<file path="src/rtl/fsc_pkg.sv">
package fsc_pkg;
  localparam int REG_W   = 32;
  localparam int EXC_N   = 5;
  localparam int CLS_W   = 5;
  localparam int RM_W    = 2;

  localparam int EX_INV  = 0;
  localparam int EX_OVF  = 1;
  localparam int EX_UNF  = 2;
  localparam int EX_ZDV  = 3;
  localparam int EX_INX  = 4;

  localparam int STK_LO  = 0;
  localparam int SUM_ALL = STK_LO + EXC_N;
  localparam int SUM_EN  = SUM_ALL + 1;
  localparam int SUM_INV = SUM_EN + 1;
  localparam int FR_BIT  = SUM_INV + 1;
  localparam int FI_BIT  = FR_BIT + 1;
  localparam int CLS_LO  = FI_BIT + 1;
  localparam int EN_LO   = CLS_LO + CLS_W;
  localparam int NI_BIT  = EN_LO + EXC_N;
  localparam int RM_LO   = NI_BIT + 1;
  localparam int USED_W  = RM_LO + RM_W;

  // exceptions whose enabled form blocks the destination write
  localparam logic [EXC_N-1:0] NO_WB_MASK = (EXC_N'(1) << EX_INV) | (EXC_N'(1) << EX_ZDV);

  typedef struct packed {
    logic [EXC_N-1:0] hwSet;
    logic             setSummary;
    logic             loadResult;
  } fsc_strobe_t;
endpackage

</file>
<file path="src/rtl/fsc_ctrl.sv">
module fsc_ctrl
  import fsc_pkg::*;
(
  input  logic             clk,
  input  logic             rstN,
  input  logic             evValid,
  input  logic [EXC_N-1:0] evExc,
  input  logic [EXC_N-1:0] stickyCur,
  input  logic [EXC_N-1:0] enableCur,
  output fsc_strobe_t      strobe,
  output logic             trapReq,
  output logic             destWrEn
);
  logic [EXC_N-1:0] hwSet;
  logic [EXC_N-1:0] enHit;
  logic [EXC_N-1:0] blockWb;
  logic             trapNext;

  assign hwSet = evValid ? evExc : '0;
  assign enHit = hwSet & enableCur;

  for (genvar k = 0; k < EXC_N; k++) begin : g_wbClass
    if (NO_WB_MASK[k]) begin : g_block
      assign blockWb[k] = enHit[k];
    end else begin : g_pass
      assign blockWb[k] = 1'b0;
    end
  end

  assign trapNext = |enHit;
  assign destWrEn = evValid & ~(|blockWb);

  always_comb begin
    strobe.hwSet      = hwSet;
    strobe.setSummary = |(hwSet & ~stickyCur);
    strobe.loadResult = evValid;
  end

  always_ff @(posedge clk or negedge rstN) begin
    if (!rstN) trapReq <= 1'b0;
    else       trapReq <= trapNext;
  end
endmodule

</file>
<file path="src/rtl/fsc_datapath.sv">
module fsc_datapath
  import fsc_pkg::*;
(
  input  logic             clk,
  input  logic             rstN,
  input  fsc_strobe_t      strobe,
  input  logic             evFracRnd,
  input  logic             evFracInx,
  input  logic [CLS_W-1:0] evClass,
  input  logic             swWrEn,
  input  logic [REG_W-1:0] swWrData,
  input  logic             swClrEn,
  input  logic [REG_W-1:0] swClrMask,
  output logic [REG_W-1:0] regOut,
  output logic [EXC_N-1:0] stickyCur,
  output logic [EXC_N-1:0] enableCur,
  output logic             nonIeeeCur,
  output logic [RM_W-1:0]  rndModeCur
);
  logic [EXC_N-1:0] stickyQ, enableQ;
  logic             summaryQ, fracRndQ, fracInxQ, nonIeeeQ;
  logic [CLS_W-1:0] classQ;
  logic [RM_W-1:0]  rndModeQ;

  logic [REG_W-1:0] wrImg, swImg;
  logic [EXC_N-1:0] stickyD;

  always_comb begin
    regOut = '0;
    regOut[STK_LO +: EXC_N] = stickyQ;
    regOut[SUM_ALL]         = summaryQ;
    regOut[SUM_EN]          = |(stickyQ & enableQ);
    regOut[SUM_INV]         = stickyQ[EX_INV];
    regOut[FR_BIT]          = fracRndQ;
    regOut[FI_BIT]          = fracInxQ;
    regOut[CLS_LO +: CLS_W] = classQ;
    regOut[EN_LO +: EXC_N]  = enableQ;
    regOut[NI_BIT]          = nonIeeeQ;
    regOut[RM_LO +: RM_W]   = rndModeQ;
  end

  // software view: write first, then clear
  assign wrImg = swWrEn ? swWrData : regOut;
  assign swImg = swClrEn ? (wrImg & ~swClrMask) : wrImg;

  for (genvar k = 0; k < EXC_N; k++) begin : g_sticky
    assign stickyD[k] = swImg[STK_LO + k] | strobe.hwSet[k];
  end

  always_ff @(posedge clk or negedge rstN) begin
    if (!rstN) begin
      stickyQ  <= '0;
      summaryQ <= 1'b0;
      fracRndQ <= 1'b0;
      fracInxQ <= 1'b0;
      classQ   <= '0;
      enableQ  <= '0;
      nonIeeeQ <= 1'b0;
      rndModeQ <= '0;
    end else begin
      stickyQ  <= stickyD;
      summaryQ <= strobe.setSummary | swImg[SUM_ALL];
      enableQ  <= swImg[EN_LO +: EXC_N];
      nonIeeeQ <= swImg[NI_BIT];
      rndModeQ <= swImg[RM_LO +: RM_W];
      if (strobe.loadResult) begin
        fracRndQ <= evFracRnd;
        fracInxQ <= evFracInx;
        classQ   <= evClass;
      end else begin
        fracRndQ <= swImg[FR_BIT];
        fracInxQ <= swImg[FI_BIT];
        classQ   <= swImg[CLS_LO +: CLS_W];
      end
    end
  end

  assign stickyCur  = stickyQ;
  assign enableCur  = enableQ;
  assign nonIeeeCur = nonIeeeQ;
  assign rndModeCur = rndModeQ;
endmodule

</file>
<file path="src/rtl/fpu_stat_ctrl.sv">
module fpu_stat_ctrl
  import fsc_pkg::*;
(
  input  logic        clk,
  input  logic        rstN,
  input  logic        evValid,
  input  logic [4:0]  evExc,
  input  logic        evFracRnd,
  input  logic        evFracInx,
  input  logic [4:0]  evClass,
  input  logic        swWrEn,
  input  logic [31:0] swWrData,
  input  logic        swClrEn,
  input  logic [31:0] swClrMask,
  output logic [31:0] regOut,
  output logic [4:0]  trapEnOut,
  output logic        nonIeeeOut,
  output logic [1:0]  rndModeOut,
  output logic        trapReq,
  output logic        destWrEn
);
  fsc_strobe_t      strobe;
  logic [EXC_N-1:0] stickyCur, enableCur;

  fsc_ctrl ctrl_i (
    .clk(clk), .rstN(rstN), .evValid(evValid), .evExc(evExc),
    .stickyCur(stickyCur), .enableCur(enableCur),
    .strobe(strobe), .trapReq(trapReq), .destWrEn(destWrEn)
  );

  fsc_datapath dp_i (
    .clk(clk), .rstN(rstN), .strobe(strobe),
    .evFracRnd(evFracRnd), .evFracInx(evFracInx), .evClass(evClass),
    .swWrEn(swWrEn), .swWrData(swWrData), .swClrEn(swClrEn), .swClrMask(swClrMask),
    .regOut(regOut), .stickyCur(stickyCur), .enableCur(enableCur),
    .nonIeeeCur(nonIeeeOut), .rndModeCur(rndModeOut)
  );

  assign trapEnOut = enableCur;
endmodule

</file>
<file path="config.mk">
export PLATFORM = sky130hd
export DESIGN_NAME = fpu_stat_ctrl
export DESIGN_NICKNAME = d
export VERILOG_FILES = /design/src/rtl/fsc_pkg.sv /design/src/rtl/fsc_ctrl.sv /design/src/rtl/fsc_datapath.sv /design/src/rtl/fpu_stat_ctrl.sv
export SDC_FILE = /design/constraint.sdc
export NUM_CORES = 1
export LEC_CHECK = 0
export BUFFER_PORTS_ARGS = -buffer_cell sky130_fd_sc_hd__buf_2
export CORE_ASPECT_RATIO = 0.9
export CORE_MARGIN = 10
export CORE_UTILIZATION = 37
export CTS_BUF_LIST = sky130_fd_sc_hd__clkbuf_8
export DETAILED_ROUTE_END_ITERATION = 6
export MAX_ROUTING_LAYER = met4
export PLACE_DENSITY = 0.9
export SYNTH_ARGS = -nofsm -noshare
export SYNTH_HDL_FRONTEND = slang
export SYNTH_SLANG_ARGS = --single-unit
</file>
<file path="constraint.sdc">
create_clock -name clk -period 1.46 [get_ports clk]
set_input_delay 0.219 -clock clk [delete_from_list [all_inputs] [get_ports clk]]
set_output_delay 0.219 -clock clk [all_outputs]
set_load 0.02 [all_outputs]
</file>
* After elaboration in Yosys (flattened, before gate mapping)
Index checks and enable logic that the tools add are counted.
** Word-level totals
- Bits in registers :: 22
- Bits of input ports :: 81
- Output and inout port bits :: 42
** Cells by class
- Muxes and demuxes :: 6
- Bitwise gates (word level) :: 14
- Reduce and logical (&&, ||, !) cells :: 4
** Operators by type and width (number)
- 2-to-1 mux 23 bit :: 2
- AND 23 bit :: 1
- NOT 23 bit :: 1
- AND 5 bit :: 3
- OR reduction 5 bit :: 3
- 2-to-1 mux 5 bit :: 2
- bitwise OR 1 bit :: 6
- NOT 5 bit :: 1
- 2-to-1 mux 1 bit :: 2
- OR reduction 2 bit :: 1
- AND 1 bit :: 1
- NOT 1 bit :: 1

* Longest topological paths before layout
- Depth after elaboration :: 6
- Gate-level depth with buffers :: 5

* By module
Synthesis repeated with hierarchy kept, for this count alone.
** Unflattened totals
- Cell total of the unflattened synthesis :: 130
- Area total of the unflattened synthesis :: 1395.1 sq um
** Modules (own cells, without submodules)
- fsc_datapath :: instances 1, cells an instance 111, area an instance 1256.2 sq um, seq. area each 525.5 sq um
- fsc_ctrl :: instances 1, cells an instance 19, area an instance 138.9 sq um, seq. area each 25.0 sq um

* Worst setup path before layout
No wires, ideal clock.
- Path kind :: reg2reg
- Start point :: register dp_i.stickyQ[2] (netlist: dp_i.stickyCur[2])
- End point :: register dp_i.summaryQ
- Data arrival time :: 1.128 ns
- Data required time :: 1.336 ns
- Path slack :: 0.208 ns
- Stages on the path, launching flop included :: 4
- Buffers on the path :: 0
- Period minus slack after synthesis :: 1.252 ns
- Cell sequence :: dfrtp_1 -> and2b_1 -> o31a_1 -> a211o_1
** Between the ends
- Longest elaborated chain between the ends :: 4
** Ends and longest elaborated chain
- from (decl) :: RTL line fsc_datapath.sv:20 : logic [EXC_N-1:0] stickyQ, enableQ;
- from (signal assigned) :: RTL line fsc_datapath.sv:61 : stickyQ <= stickyD;
- NOT 5 bit :: RTL line fsc_ctrl.sv:35 : strobe.setSummary = |(hwSet & ~stickyCur);
- AND 5 bit :: RTL line fsc_ctrl.sv:35
- OR reduction 5 bit :: RTL line fsc_ctrl.sv:35
- bitwise OR 1 bit :: RTL line fsc_datapath.sv:62 : summaryQ <= strobe.setSummary | swImg[SUM_ALL];
- to (signal assigned) :: RTL line fsc_datapath.sv:62
- to (decl) :: RTL line fsc_datapath.sv:21 : logic summaryQ, fracRndQ, fracInxQ, nonIeeeQ;
Every way passes these cells.

* Final worst setup path
- Start point :: register dp_i.enableQ[0] (netlist: dp_i.enableCur[0])
- End point :: output port regOut[6]
** Between the ends
- Longest elaborated chain between the ends :: 2
** Ends and longest elaborated chain
- from (decl) :: RTL line fsc_datapath.sv:20
- from (signal assigned) :: RTL line fsc_datapath.sv:63 : enableQ <= swImg[EN_LO +: EXC_N];
- AND 5 bit :: RTL line fsc_datapath.sv:32 : regOut[SUM_EN] = |(stickyQ & enableQ);
- OR reduction 5 bit :: RTL line fsc_datapath.sv:32
- to (decl) :: RTL line fpu_stat_ctrl.sv:15 : output logic [31:0] regOut,
Every way passes these cells.

==> qor.yml <==
async_flop_share: 1.000
ys_seq_area_frac: 0.4239
cap_violations: 0
globalplace.congestion: 0.7372
syn2layout_area_growth_pct: 34.10
ys_seq_elements: 22
crit_slowest_cell: "dfrtp_1"
synthCells: 120
grt.overflow.total: 0
numCtsBuffers: 3
cp-end-kind: "output port"
fill_cells: 328
syn-cell-area_sq_um: 1299
postRouteAntennaNets: 0
worstHoldPathType: "in -> reg"
regToRegStartpoint: "dp_i.stickyCur[2]"
dp_hpwl_mm: 3.486
core_sq_um: 3378
path_class: "reg -> out"
grt_pass1_wl_mm: 6.430
layout_setup_ws_ns: -0.04398
yosysTopAreaCell: "dfrtp_1"
rsz0062_at_grt: "true"
startpoint_type: "flip-flop"
violations: "negative setup slack"
viasPerCell: 4.827
synthTopCellsByArea: "dfrtp_1 (42%), mux2i_1 (16%), buf_4 (12%), a21o_1 (6.9%), a21oi_1 (5.4%)"
layout-drive-gt1-share: 0.5098
antenna_found_initial: 0
path_cells: "a222oi_1 -> nand2_1 -> buf_2"
die_x_microns: 82.45
cts-root-buf: "clkbuf_8"
cts_buffer_depth: 2
hold_viol: 0
min_period_ns: 1.504
grt_max_degree: 23
max_slew.worst_pin.slew_ns: 0.5109
dp_slack_ns: 0.2057
drv_slew: 0
arrival_ns: 1.28
firstDrtPassIters: 4
clk_latency_ns: 0.26
cts_max_level: 1
num_rows: 20
p_leak_nw: 1.025
routedWlPerCell_microns: 16.80
powerDensity_nw_per_um2: 930.4
setup-tns-final_ns: -0.04398
antenna_cells: 0
final_nets: 287
slew-limit-headroom: 0.6594
cts_tree: "built"
die-area_sq_um: 6283
ys_warn_count: 0
crit_fanout: 3
period_share: 1.030
startpoint: "dp_i.enableCur[0]"
vias: 1197
cts_sinks: 22
outcome: "complete, but fails checks"
first_iter_violations: 49
cp_slowest_stage_delay_ns: 0.41
clkSlewWorstSetupHoldPaths_ns: 0.07
finClkSkew_ns: 0.002476
required_ns: 1.24
setup_viol: 1
synth_cell_types: 22
max_freq_mhz: 664.9
wl_mm: 4.167
ir_drop_mv: 0.6055
die_h_microns: 76.21
synth_edf_count: 0
pin_count: 123
io_buffers: 91
worstHoldStart: "swClrMask[21]"
initial_core_util: 0.3844
first_global_vias: 1322
avgSynthCellArea_sq_um: 10.82
track_usage: 0.1313
synth_top_area_frac: 0.4239
synthFlopType: "dfrtp_1"
drcViolationCount: 0
## cells by family after synthesis
group,count (synthesis),synth area share
AO/OA/AOI/OAI,41,0.2148
buffers and inverters,30,0.1734
flip-flops,22,0.4239
multiplexers,21,0.1618
other,1,0.002887
AND/OR/NAND/NOR,5,0.02312
## routing by layer
layer | share of wire | wire, microns | track usage | up-vias
li1 | - | - | - | 577
met1 | 0.39 | 1628 | 0.1488 | 564
met2 | 0.53 | 2220 | 0.2255 | 54
met3 | 0.073 | 304 | 0.03892 | 2
met4 | 0.0034 | 14 | 0.01531 | 0
met5 | 0 | 0 | - | -
## cells in the final DEF, fill, tap and decap left out
cell type      Yosys  final
and2b_1            1      1
inv_1              2      2
nand2_1            1      1
a21boi_0           1      1
buf_4             21      9
and2_1             1      1
o22ai_1            1      1
a222oi_1           2      2
a211o_1            1      1
nor2b_1            2      2
buf_2              2     91
dfrtp_1           22     21
clkbuf_8           0      3
o31a_1             1      1
mux2i_1           21     21
a211oi_1           7      7
a21o_1            12     12
conb_1             1      9
dlygate4sd3_1      0      1
a21oi_1           14     14
dfrtp_2            0      1
a22oi_1            2      2
## flip-flops by register name, summed over array words and instances (netlist names)
register	cells
ctrl_i.trapReq	1
dp_i.classQ	5
dp_i.enableCur	5
dp_i.fracInxQ	1
dp_i.fracRndQ	1
dp_i.nonIeeeCur	1
dp_i.rndModeCur	2
dp_i.stickyCur	5
dp_i.summaryQ	1
## through the flow
step	instances	utilization	power (mW)	cell area, sq um	hold WS [ns]
floorplan	128	-	1.089	1329	-0.07659
global placement	240	0.4911	1.239	1659	0.2228
detailed placement	240	0.4911	1.252	1659	0.2200
CTS	247	0.5130	1.641	1733	0.1186
global route	248	0.5156	1.718	1742	0.1170
finish	248	0.5156	1.620	1742	0.1282
## power by group
group | leakage [nW] | switching (mW) | internal, mW
clock network | 0.0216 | 0.184 | 0.184
registers | 0.267 | 0.0451 | 0.670
logic | 0.736 | 0.311 | 0.226
## worst max-delay path, delay by kind of cell (launching register included)
family	cells	cell delay, ns
DFF	1	0.41
and+or+nand+nor	1	0.10
AOI/OAI and AO/OA	1	0.35
buffers and inverters	1	0.17
## worst paths after layout
kind                                 endpoint  slack [ns]  cells after the start
setup / recovery                    regOut[6]       -0.04                      3
hold / removal             dp_i.rndModeCur[0]        0.13                      2
setup reg to reg                dp_i.summaryQ        0.27                      3
hold reg to reg            dp_i.rndModeCur[0]        0.57                      2
max in group asynchronous   dp_i.stickyCur[0]        0.60                      2
min in group asynchronous       dp_i.fracInxQ        0.48                      2
## Yosys cell counts, drive strengths merged, types with 2 or more instances
| cell type | count |
|---|---|
| buf | 26 |
| dfrtp | 22 |
| mux2i | 21 |
| a21oi | 14 |
| a21o | 12 |
| a211oi | 7 |
| a222oi | 2 |
| a22oi | 2 |
| clkbuf | 2 |
| inv | 2 |
| nor2b | 2 |
## cell type report
class / instances / area (sq um) / share of cell area
sequential: 22 / 551.8 / 0.3168
clock buffer: 3 / 41.29 / 0.02371
tap: 44 / 55.05 / 0.03161
timing repair buffer: 101 / 533.0 / 0.3060
multi-input combinational: 76 / 553.0 / 0.3175
inverter: 2 / 7.507 / 0.004310
## what timing repair did
item | CTS | global route
pin swaps | 1 | 1
setup endpoints to repair | 1 | 2
hold buffers | 1 | 0
gates resized for setup | 0 | 1
gates cloned | 0 | 0
buffers inserted | 3 | 1
hold endpoints to repair | 22 | 0
(Power assumes the default switching activity.)
